===== config.mk =====
export PLATFORM = sky130hd
export DESIGN_NAME = busmaster_ide_regs
export DESIGN_NICKNAME = d
export VERILOG_FILES = /design/src/rtl/bmide_pkg.sv /design/src/rtl/bmide_chan_regs.sv /design/src/rtl/bmide_mode_irq.sv /design/src/rtl/busmaster_ide_regs.sv
export SDC_FILE = /design/constraint.sdc
export NUM_CORES = 1
export LEC_CHECK = 0
export BUFFER_PORTS_ARGS = -buffer_cell sky130_fd_sc_hd__buf_2
export CAP_MARGIN = 20
export CORE_MARGIN = 2
export CORE_UTILIZATION = 55
export CTS_BUF_LIST = sky130_fd_sc_hd__clkbuf_8
export DETAILED_ROUTE_END_ITERATION = 10
export GPL_TIMING_DRIVEN = 0
export MAX_ROUTING_LAYER = met4
export PLACE_DENSITY = 0.73
export SYNTH_ARGS = -nofsm -noshare
export SYNTH_HDL_FRONTEND = slang
export SYNTH_HIERARCHICAL = 1
export SYNTH_SLANG_ARGS = --single-unit

===== constraint.sdc =====
create_clock -name clk_i -period 1.25 [get_ports clk_i]
set_clock_uncertainty 0.2 [all_clocks]
set_input_delay 0.125 -clock clk_i [delete_from_list [all_inputs] [get_ports clk_i]]
set_output_delay 0.125 -clock clk_i [all_outputs]
set_load 0.02 [all_outputs]

===== src/rtl/bmide_pkg.sv =====
`timescale 1ns/1ps
package bmide_pkg;
  localparam int BYTE_W = 8;
  localparam int OFF_W  = 3;
  localparam int NUM_CH = 2;
  localparam int CH_W   = $clog2(NUM_CH);
  localparam int ADR_W  = 32;
  localparam int ADR_BYTES = ADR_W / BYTE_W;

  localparam logic [OFF_W-1:0] OFF_CMD  = 3'd0;
  localparam logic [OFF_W-1:0] OFF_MODE = 3'd1;
  localparam logic [OFF_W-1:0] OFF_STS  = 3'd2;
  localparam logic [OFF_W-1:0] OFF_TIM  = 3'd3;
  localparam logic [OFF_W-1:0] OFF_ADR  = 3'd4;

  localparam int CMD_START = 0;
  localparam logic [BYTE_W-1:0] CMD_MASK = 8'h09;

  localparam int STS_ACT = 0;
  localparam int STS_INT = 2;
  localparam logic [BYTE_W-1:0] STS_RW_MASK  = 8'h60;
  localparam logic [BYTE_W-1:0] STS_ACT_MASK = 8'h01;
  localparam logic [BYTE_W-1:0] STS_W1C_MASK = 8'h06;

  localparam int MODE_PEND_LSB = 2;
  localparam int MODE_BLK_LSB  = 4;

  localparam logic [BYTE_W-1:0] ADR_LOW_MASK = 8'hFC;
  localparam logic [BYTE_W-1:0] ABSENT_BYTE  = 8'hFF;
endpackage


===== src/rtl/bmide_chan_regs.sv =====
`timescale 1ns/1ps
module bmide_chan_regs
  import bmide_pkg::*;
#(
  parameter bit EXT = 1'b1
) (
  input  logic              clk_i,
  input  logic              rst_ni,
  input  logic              wr_en_i,
  input  logic [OFF_W-1:0]  offs_i,
  input  logic [BYTE_W-1:0] wdata_i,
  input  logic              irq_rise_i,
  output logic [BYTE_W-1:0] cmd_o,
  output logic [BYTE_W-1:0] sts_o,
  output logic [BYTE_W-1:0] tim_o,
  output logic [ADR_W-1:0]  adr_o
);
  logic [BYTE_W-1:0] cmd_q, sts_q, sts_d;

  always_comb begin
    sts_d = sts_q;
    if (wr_en_i && offs_i == OFF_STS)
      sts_d = (wdata_i & STS_RW_MASK) | (sts_q & STS_ACT_MASK)
            | (sts_q & ~wdata_i & STS_W1C_MASK);
    if (wr_en_i && offs_i == OFF_CMD)
      sts_d[STS_ACT] = wdata_i[CMD_START];
    // a new drive request wins over a same-cycle clear
    if (irq_rise_i)
      sts_d[STS_INT] = 1'b1;
  end

  always_ff @(posedge clk_i or negedge rst_ni) begin
    if (!rst_ni) begin
      cmd_q <= '0;
      sts_q <= '0;
    end else begin
      sts_q <= sts_d;
      if (wr_en_i && offs_i == OFF_CMD) cmd_q <= wdata_i & CMD_MASK;
    end
  end

  assign cmd_o = cmd_q;
  assign sts_o = sts_q;

  for (genvar b = 0; b < ADR_BYTES; b++) begin : g_adr
    localparam logic [BYTE_W-1:0] KEEP = (b == 0) ? ADR_LOW_MASK : '1;
    localparam logic [OFF_W-1:0]  LANE = OFF_W'(int'(OFF_ADR) + b);
    logic [BYTE_W-1:0] lane_q;
    always_ff @(posedge clk_i or negedge rst_ni) begin
      if (!rst_ni)                         lane_q <= '0;
      else if (wr_en_i && offs_i == LANE)  lane_q <= wdata_i & KEEP;
    end
    assign adr_o[b*BYTE_W +: BYTE_W] = lane_q;
  end

  if (EXT) begin : g_tim
    logic [BYTE_W-1:0] tim_q;
    always_ff @(posedge clk_i or negedge rst_ni) begin
      if (!rst_ni)                           tim_q <= '0;
      else if (wr_en_i && offs_i == OFF_TIM) tim_q <= wdata_i;
    end
    assign tim_o = tim_q;
  end else begin : g_no_tim
    assign tim_o = '0;
  end
endmodule


===== src/rtl/bmide_mode_irq.sv =====
`timescale 1ns/1ps
module bmide_mode_irq
  import bmide_pkg::*;
#(
  parameter bit EXT = 1'b1
) (
  input  logic              clk_i,
  input  logic              rst_ni,
  input  logic              mode_wr_i,
  input  logic [NUM_CH-1:0] blk_wdata_i,
  input  logic [NUM_CH-1:0] drv_irq_i,
  output logic [NUM_CH-1:0] pend_o,
  output logic [NUM_CH-1:0] blk_o,
  output logic [NUM_CH-1:0] irq_rise_o,
  output logic [BYTE_W-1:0] mode_o,
  output logic              pci_irq_o
);
  logic [NUM_CH-1:0] pend_q;

  always_ff @(posedge clk_i or negedge rst_ni) begin
    if (!rst_ni) pend_q <= '0;
    else         pend_q <= drv_irq_i;
  end

  if (EXT) begin : g_blk
    logic [NUM_CH-1:0] blk_q;
    always_ff @(posedge clk_i or negedge rst_ni) begin
      if (!rst_ni)        blk_q <= '0;
      else if (mode_wr_i) blk_q <= blk_wdata_i;
    end
    assign blk_o = blk_q;
  end else begin : g_no_blk
    logic unused_wr;
    assign unused_wr = mode_wr_i ^ (^blk_wdata_i);
    assign blk_o = '0;
  end

  assign irq_rise_o = drv_irq_i & ~pend_q;
  assign pend_o     = pend_q;

  always_comb begin
    mode_o = '0;
    mode_o[MODE_PEND_LSB +: NUM_CH] = pend_q;
    mode_o[MODE_BLK_LSB  +: NUM_CH] = blk_o;
  end

  assign pci_irq_o = |(pend_q & ~blk_o);
endmodule


===== src/rtl/busmaster_ide_regs.sv =====
`timescale 1ns/1ps
module busmaster_ide_regs
  import bmide_pkg::*;
#(
  parameter bit EXTENDED = 1'b1
) (
  input  logic              clk_i,
  input  logic              rst_ni,
  input  logic              wr_en_i,
  input  logic [CH_W-1:0]   chan_i,
  input  logic [OFF_W-1:0]  offs_i,
  input  logic [BYTE_W-1:0] wdata_i,
  input  logic [NUM_CH-1:0] drv_irq_i,
  output logic [BYTE_W-1:0] rdata_o,
  output logic              pci_irq_o
);
  logic [NUM_CH-1:0][BYTE_W-1:0] cmd_q, sts_q, tim_q;
  logic [NUM_CH-1:0][ADR_W-1:0]  adr_q;
  logic [NUM_CH-1:0]             pend_q, blk_q, irq_rise;
  logic [BYTE_W-1:0]             mode_byte;
  logic                          mode_wr;

  assign mode_wr = wr_en_i && (offs_i == OFF_MODE);

  bmide_mode_irq #(.EXT(EXTENDED)) u_mode (
    .clk_i       (clk_i),
    .rst_ni      (rst_ni),
    .mode_wr_i   (mode_wr),
    .blk_wdata_i (wdata_i[MODE_BLK_LSB +: NUM_CH]),
    .drv_irq_i   (drv_irq_i),
    .pend_o      (pend_q),
    .blk_o       (blk_q),
    .irq_rise_o  (irq_rise),
    .mode_o      (mode_byte),
    .pci_irq_o   (pci_irq_o)
  );

  for (genvar c = 0; c < NUM_CH; c++) begin : g_ch
    logic ch_wr;
    assign ch_wr = wr_en_i && (chan_i == CH_W'(c));
    bmide_chan_regs #(.EXT(EXTENDED)) u_ch (
      .clk_i      (clk_i),
      .rst_ni     (rst_ni),
      .wr_en_i    (ch_wr),
      .offs_i     (offs_i),
      .wdata_i    (wdata_i),
      .irq_rise_i (irq_rise[c]),
      .cmd_o      (cmd_q[c]),
      .sts_o      (sts_q[c]),
      .tim_o      (tim_q[c]),
      .adr_o      (adr_q[c])
    );
  end

  always_comb begin
    unique case (offs_i)
      OFF_CMD:  rdata_o = cmd_q[chan_i];
      OFF_MODE: rdata_o = EXTENDED ? mode_byte : ABSENT_BYTE;
      OFF_STS:  rdata_o = sts_q[chan_i];
      OFF_TIM:  rdata_o = EXTENDED ? tim_q[chan_i] : ABSENT_BYTE;
      default:  rdata_o = adr_q[chan_i][{offs_i[1:0], 3'b000} +: BYTE_W];
    endcase
  end
endmodule


==> qor.csv, run 1 <==
stage,metric,value,unit
run_status,status,"complete, but fails checks",
run_status,failing checks,setup timing,
power,Pleak,3.09,nW
cts,Worst-path clk slew,0.10,ns
cts,Sink Count,94,
yosys,Syn Area/Cell,14.9,sq um
final_layout,P&R area growth vs syn,28.8,%
power,VDD IR-drop max,0.698,mV
timing,Slew HR,0.550,
grt,vias in the first global route,3229,
final_layout,diodes inserted,0,
routing,WL per Instance,21.3,um
placement,Placed Area,0.00579,sq mm
yosys,Syn Std Cell Area,0.00512,sq mm
setup_path,worst flop-to-flop path endpoint,g_ch[1].u_ch/sts_o[2],
die,die area,0.0101,sq mm
timing,fin crit period,2.01,ns
die,FP Rows,35,
setup_path,crit-path max FO,2,
final_layout,layout cell share with drive strength beyond 1,0.609,
timing,unrepaired setup endpoints after global routing,yes,
routing,M1 wire length,5.34,mm
placement,# port buffers,23,
routing,Routed Antenna Nets,0,
final_layout,fin area,0.00659,sq mm
grt,largest net degree at the start of global routing,54,
timing,Hold Fails Final Rpt,0,
min_path,WHS Endpoint,u_mode/blk_o[0],
cts,CTS Buffer Depth,2,
routing,Detailed Routing Iterations Pass 1,4,
setup_path,crit end category,output port,
setup_path,Worst EP required,0.93,ns
die,core area,0.00915,sq mm
routing,total number of vias,3107,
grt,GRT Total Usage,0.257,
power,PD cells,1370,mW/mm^2
timing,worst slew pin tran,0.676,ns
grt,GR Overflow Total,0,
cts,clock root buffer,clkbuf_8,
final_layout,nets@finish,455,
cts,H-tree depth,3,
yosys,Mapped Cells,344,
die,Die Y-Extent,100,um
timing,max frequency,498,MHz
setup_path,worst r2r src,u_mode/pend_o[1],
routing,DRC viols,0,
die,IO Count,26,
min_path,hold depth,2,
cts,CTS tree,done,
timing,worst setup slack after layout,-0.758,ns
min_path,hold crit path type,input pin to flip-flop,
yosys,Ys Warns,6,
die,Starting Density,0.559,
setup_path,slowest library cell on the worst path,mux4_2,
grt,first-pass GRT wire length,18.4,mm
routing,final WL,11.8,mm
setup_path,Critical Path Start Type,flip-flop,
timing,Slew Limit Fails,0,
routing,Detail Route met3 WL,496,um
setup_path,Worst Path Buf+Inv,1,
setup_path,crit-path max cell delay,0.51,ns
routing,Vias/cell,5.62,
setup_path,Crit path arrival time,1.68,ns
routing,Iter 0 DRT Violations,135,
setup_path,R2R depth,4,
setup_path,CP cell instances,mux4_2 -> o22ai_4 -> a31oi_2 -> buf_4,
grt,initial antenna violation count,0,
cts,clk_lat worst skew,0.35,ns
routing,WL met2,5.84,mm
routing,max layer used,met4,
setup_path,crit path kind,flip-flop to output port,
min_path,min-delay src,wdata_i[4],
timing,"Setup violations, final",97,
die,die outline width,100,um
placement,Detailed Place HPWL,7.57,mm
setup_path,CP top delay family,multiplexers,
timing,Fin Hold WS,0.0209,ns
timing,period utilization,1.61,
placement,gpl congestion,0.790,
run,# Max-Cap Violations,0,
cts,CTS buffer count,9,
setup_path,flop2flop setup slack,0.04,ns
## per-stage QoR
step                setup TNS, ns  std cells   util  setup WS, ns  total power [W]
finish                     -23.64        553  0.720        -0.758          0.00905
global route               -25.50        553  0.720        -0.829          0.00943
CTS                         -9.49        542  0.700        -0.771          0.00891
detailed placement         -42.74        502  0.632        -0.657          0.00624
global placement          -138.73        501  0.629         -1.05          0.00613
floorplan                  -21.27        367      -        -0.341          0.00571
## metal layers
metal | up-vias | GRT usage
met1 | 1614 | 0.356
met3 | 7 | 0.0472
met4 | 0 | 0.0643
li1 | 1415 | -
met5 | - | -
met2 | 71 | 0.398
## final cells by class
class	count	area (sq um)
sequential	94	2350
fill	593	2560
clock inverter	5	106
clock buffer	10	138
inverter	6	28.8
multi-input combinational	218	2810
timing repair buffer	61	563
buffer	48	458
tap	111	139
## worst max path at each step
stage | start | end | slack [ns] | depth (start not counted)
final | g_ch[1].u_ch/g_adr[3].lane_q[4] | rdata_o[4] | -0.76 | 4
after global routing | g_ch[0].u_ch/g_adr[3].lane_q[3] | rdata_o[3] | -0.83 | 4
after CTS | g_ch[0].u_ch/g_adr[3].lane_q[3] | rdata_o[3] | -0.77 | 4
after global placement | rst_ni | g_ch[1].u_ch/tim_o[4] | -1.05 | 1
after detailed placement | offs_i[1] | rdata_o[4] | -0.66 | 7
after floorplan | chan_i | g_ch[0].u_ch/g_adr[0].lane_q[2] | -0.34 | 7
## placed cells by master (no fill, tap or decap), types with 3 or more instances in the layout
cell type	n
buf_6	22
or2b_1	6
buf_8	4
buf_12	7
clkbuf_8	10
dlygate4sd3_1	8
nor2_1	4
bufinv_16	3
nand2_1	9
mux2_4	59
nand2b_1	3
mux2_2	35
a31oi_4	5
conb_1	26
dfrtp_1	94
o22ai_4	8
buf_2	15
buf_4	52
mux4_2	23
nand4b_4	6
a31oi_2	3
o211ai_1	6
inv_1	4
## flip-flops by register name (all words and copies together) (netlist names)
register	cells
g_ch.u_ch/g_adr.lane_q	60
u_mode/blk_o	2
g_ch.u_ch/cmd_o	4
u_mode/pend_o	2
g_ch.u_ch/tim_o	16
g_ch.u_ch/sts_o	10
## worst reg2reg max path, cell delays in order (launching register included)
cell     delay, ns
dfrtp_1       0.40
buf_4         0.14
nor2b_1       0.18
inv_1         0.06
a31oi_1       0.16
## power by group
part,internal [W],total (W),switching [W]
combinational,0.00159,0.00251,0.000917
clock,0.00138,0.00247,0.00109
sequential,0.00370,0.00407,0.000368
## what timing repair did
item,4_1_cts,5_1_grt
endpoints found under the setup margin,71,152
resized for setup,33,26
endpoints found under the hold margin,94,0
hold buffers,8,0
pin swaps,10,7
buffers inserted,18,12
(Power assumes the default switching activity.)
==> run 2: changes to the inputs <==
PLACE_DENSITY = 0.86   (was 0.73)
SKIP_CTS_REPAIR_TIMING = 1   (was unset)
==> run 2 against run 1 <==
The flow finishes with violations (hold timing, setup timing). Die area unchanged. Via count increased by 1.4%. Total power fell by 5.1%. Critical path type unchanged. Critical endpoint is now rdata_o[3].
==> qor.csv, run 2 (same netlist as run 1, synthesis figures left out) <==
stage,metric,value,unit,change
run,# Max-Cap Violations,0,,unchanged
routing,Routed Antenna Nets,0,,unchanged
grt,grt met3 use,0.0499,,was 0.0472
setup_path,flop2flop setup slack,0.13,ns,was 0.04 ns
grt,GR peak layer,met2,,unchanged
cts,CTS tree,done,,unchanged
power,internal power,0.00623,W,was 0.00668 W
timing,fin crit period,2.06,ns,was 2.01 ns
final_layout,Largest register FFs,60,,unchanged
cts,Worst-path clk slew,0.11,ns,was 0.10 ns
final_layout,layout cell share with drive strength beyond 1,0.600,,was 0.609
final_layout,largest register by flop count,g_ch.u_ch/g_adr.lane_q,,unchanged
grt,initial antenna violation count,0,,unchanged
die,IO Count,26,,unchanged
power,Comb pwr share,0.277,,about the same
routing,WL per Instance,21.9,um,was 21.3 um
routing,total number of vias,3152,,was 3107
die,die outline width,100,um,unchanged
die,FP Rows,35,,unchanged
run_status,failing checks,"hold timing, setup timing",,was setup timing
cts,CTS Buffer Depth,2,,unchanged
routing,DRC viols,0,,unchanged
setup_path,slowest library cell on the worst path,mux4_2,,unchanged
setup_path,Critical Path Start Type,flip-flop,,unchanged
power,PnR Total Power,0.00859,W,was 0.00905 W
timing,period utilization,1.65,,was 1.61
power,PD cells,1350,mW/mm^2,was 1370 mW/mm^2
timing,unrepaired setup endpoints after global routing,yes,,unchanged
power,VDD IR-drop max,0.685,mV,was 0.698 mV
die,die area,0.0101,sq mm,unchanged
setup_path,crit end category,output port,,unchanged
routing,Iter 0 DRT Violations,164,,was 135
placement,Placed Area,0.00579,sq mm,unchanged
grt,first-pass GRT wire length,18.4,mm,about the same
power,Pleak,2.98,nW,was 3.09 nW
final_layout,"most common cell after layout, fill and taps aside",dfrtp_1,,unchanged
final_layout,area occupied by registers,0.00235,sq mm,unchanged
final_layout,area of the multi-input gates,0.00275,sq mm,was 0.00281 sq mm
grt,met2 Track Usage GR,0.401,,was 0.398
die,Die Y-Extent,100,um,unchanged
power,Flop pwr share,0.475,,was 0.450
power,Sw Ratio,0.275,,was 0.262
placement,# port buffers,23,,unchanged
final_layout,Finished Layout Cells,543,,was 553
setup_path,CP cell instances,mux4_2 -> o22ai_4 -> a31oi_2 -> buf_4,,unchanged
timing,"Setup violations, final",54,,was 97
power,NetSw,0.00236,W,was 0.00237 W
cts,CTS buffer count,9,,unchanged
grt,vias in the first global route,3258,,was 3229
die,Starting Density,0.559,,unchanged
min_path,hold crit path type,input pin to flip-flop,,unchanged
routing,final WL,11.9,mm,was 11.8 mm
routing,Detailed Routing Iterations Pass 1,4,,unchanged
placement,Cells after DPL,502,,unchanged
placement,gpl congestion,0.788,,was 0.790
setup_path,Crit path arrival time,1.74,ns,was 1.68 ns
final_layout,diodes inserted,0,,unchanged
power,clock network fraction of total power,0.247,,was 0.273
final_layout,P&R area growth vs syn,24.2,%,was 28.8%
grt,global routing usage on met1,0.340,,was 0.356
timing,Fin Hold WS,-0.0227,ns,was 0.0209 ns
routing,Vias/cell,5.80,,was 5.62
timing,Hold Fails Final Rpt,6,,was 0
setup_path,Worst Path Buf+Inv,1,,unchanged
die,core area,0.00915,sq mm,unchanged
setup_path,Worst EP required,0.93,ns,about the same
run_status,status,"complete, but fails checks",,unchanged
setup_path,crit-path max cell delay,0.51,ns,about the same
timing,worst setup slack after layout,-0.813,ns,was -0.758 ns
final_layout,"commonest cells after routing, fill and taps aside","dfrtp_1, mux2_4, buf_4",,unchanged
grt,GRT Total Usage,0.254,,was 0.257
final_layout,fin area,0.00636,sq mm,was 0.00659 sq mm
setup_path,crit path kind,flip-flop to output port,,unchanged
cts,clk_lat worst skew,0.37,ns,was 0.35 ns
timing,max frequency,485,MHz,was 498 MHz
cts,H-tree depth,3,,unchanged
cts,clock root buffer,clkbuf_8,,unchanged
final_layout,fill count,600,,was 593
timing,worst slew pin tran,0.517,ns,was 0.676 ns
setup_path,CP top delay family,multiplexers,,unchanged
cts,Sink Count,94,,unchanged
timing,TNS Setup,-15.53,ns,was -23.64 ns
setup_path,crit-path max FO,2,,unchanged
grt,largest net degree at the start of global routing,68,,was 54
timing,Slew Limit Fails,0,,unchanged
final_layout,nets@finish,444,,was 455
grt,GR Overflow Total,0,,unchanged
placement,Detailed Place HPWL,7.75,mm,was 7.57 mm
timing,Slew HR,0.655,,was 0.550
run 2: layer usage:
layer  vias up  wire length, um
met1      1665             5180
met4         0              238
met3        20              524
li1       1392                -
met5         -                0
met2        75             5970
run 2: final timing paths:
kind                       cells past startpoint                               to                       startpoint
min                                            2            g_ch[1].u_ch/sts_o[0]                       wdata_i[0]
min in group asynchronous                      2  g_ch[1].u_ch/g_adr[0].lane_q[4]                           rst_ni
max                                            4                       rdata_o[3]  g_ch[0].u_ch/g_adr[3].lane_q[3]
max in group asynchronous                      3  g_ch[0].u_ch/g_adr[3].lane_q[6]                           rst_ni
max reg2reg                                    3            g_ch[0].u_ch/sts_o[2]                 u_mode/pend_o[0]
min reg2reg                                    1  g_ch[0].u_ch/g_adr[2].lane_q[2]  g_ch[0].u_ch/g_adr[2].lane_q[2]
run 2: cell type report:
| cell class | instances | area share |
|---|---|---|
| Tap cell | 111 | 0.0219 |
| Multi-Input combinational cell | 218 | 0.432 |
| Inverter | 6 | 0.00453 |
| Timing Repair Buffer | 50 | 0.0677 |
| Clock buffer | 11 | 0.0238 |
| Buffer | 48 | 0.0709 |
| Clock inverter | 5 | 0.00886 |
| Sequential cell | 94 | 0.370 |
run 2: through the flow:
stage / setup slack [ns] / util / hold WS [ns]
after global routing: -0.875 / 0.694 / -0.00773
after detailed placement: -0.661 / 0.632 / -0.123
after CTS: -0.854 / 0.655 / -0.528
after floorplan: -0.341 / - / -0.371
final: -0.813 / 0.694 / -0.0227
after global placement: -0.956 / 0.629 / 0.0473
run 2: power groups by stage:
stage	combinational, W	sequential, W	clock, W
global placement	0.00205	0.00406	0
CTS	0.00214	0.00407	0.00215
global route	0.00254	0.00415	0.00229
floorplan	0.00173	0.00398	0
finish	0.00238	0.00408	0.00213
detailed placement	0.00213	0.00412	0
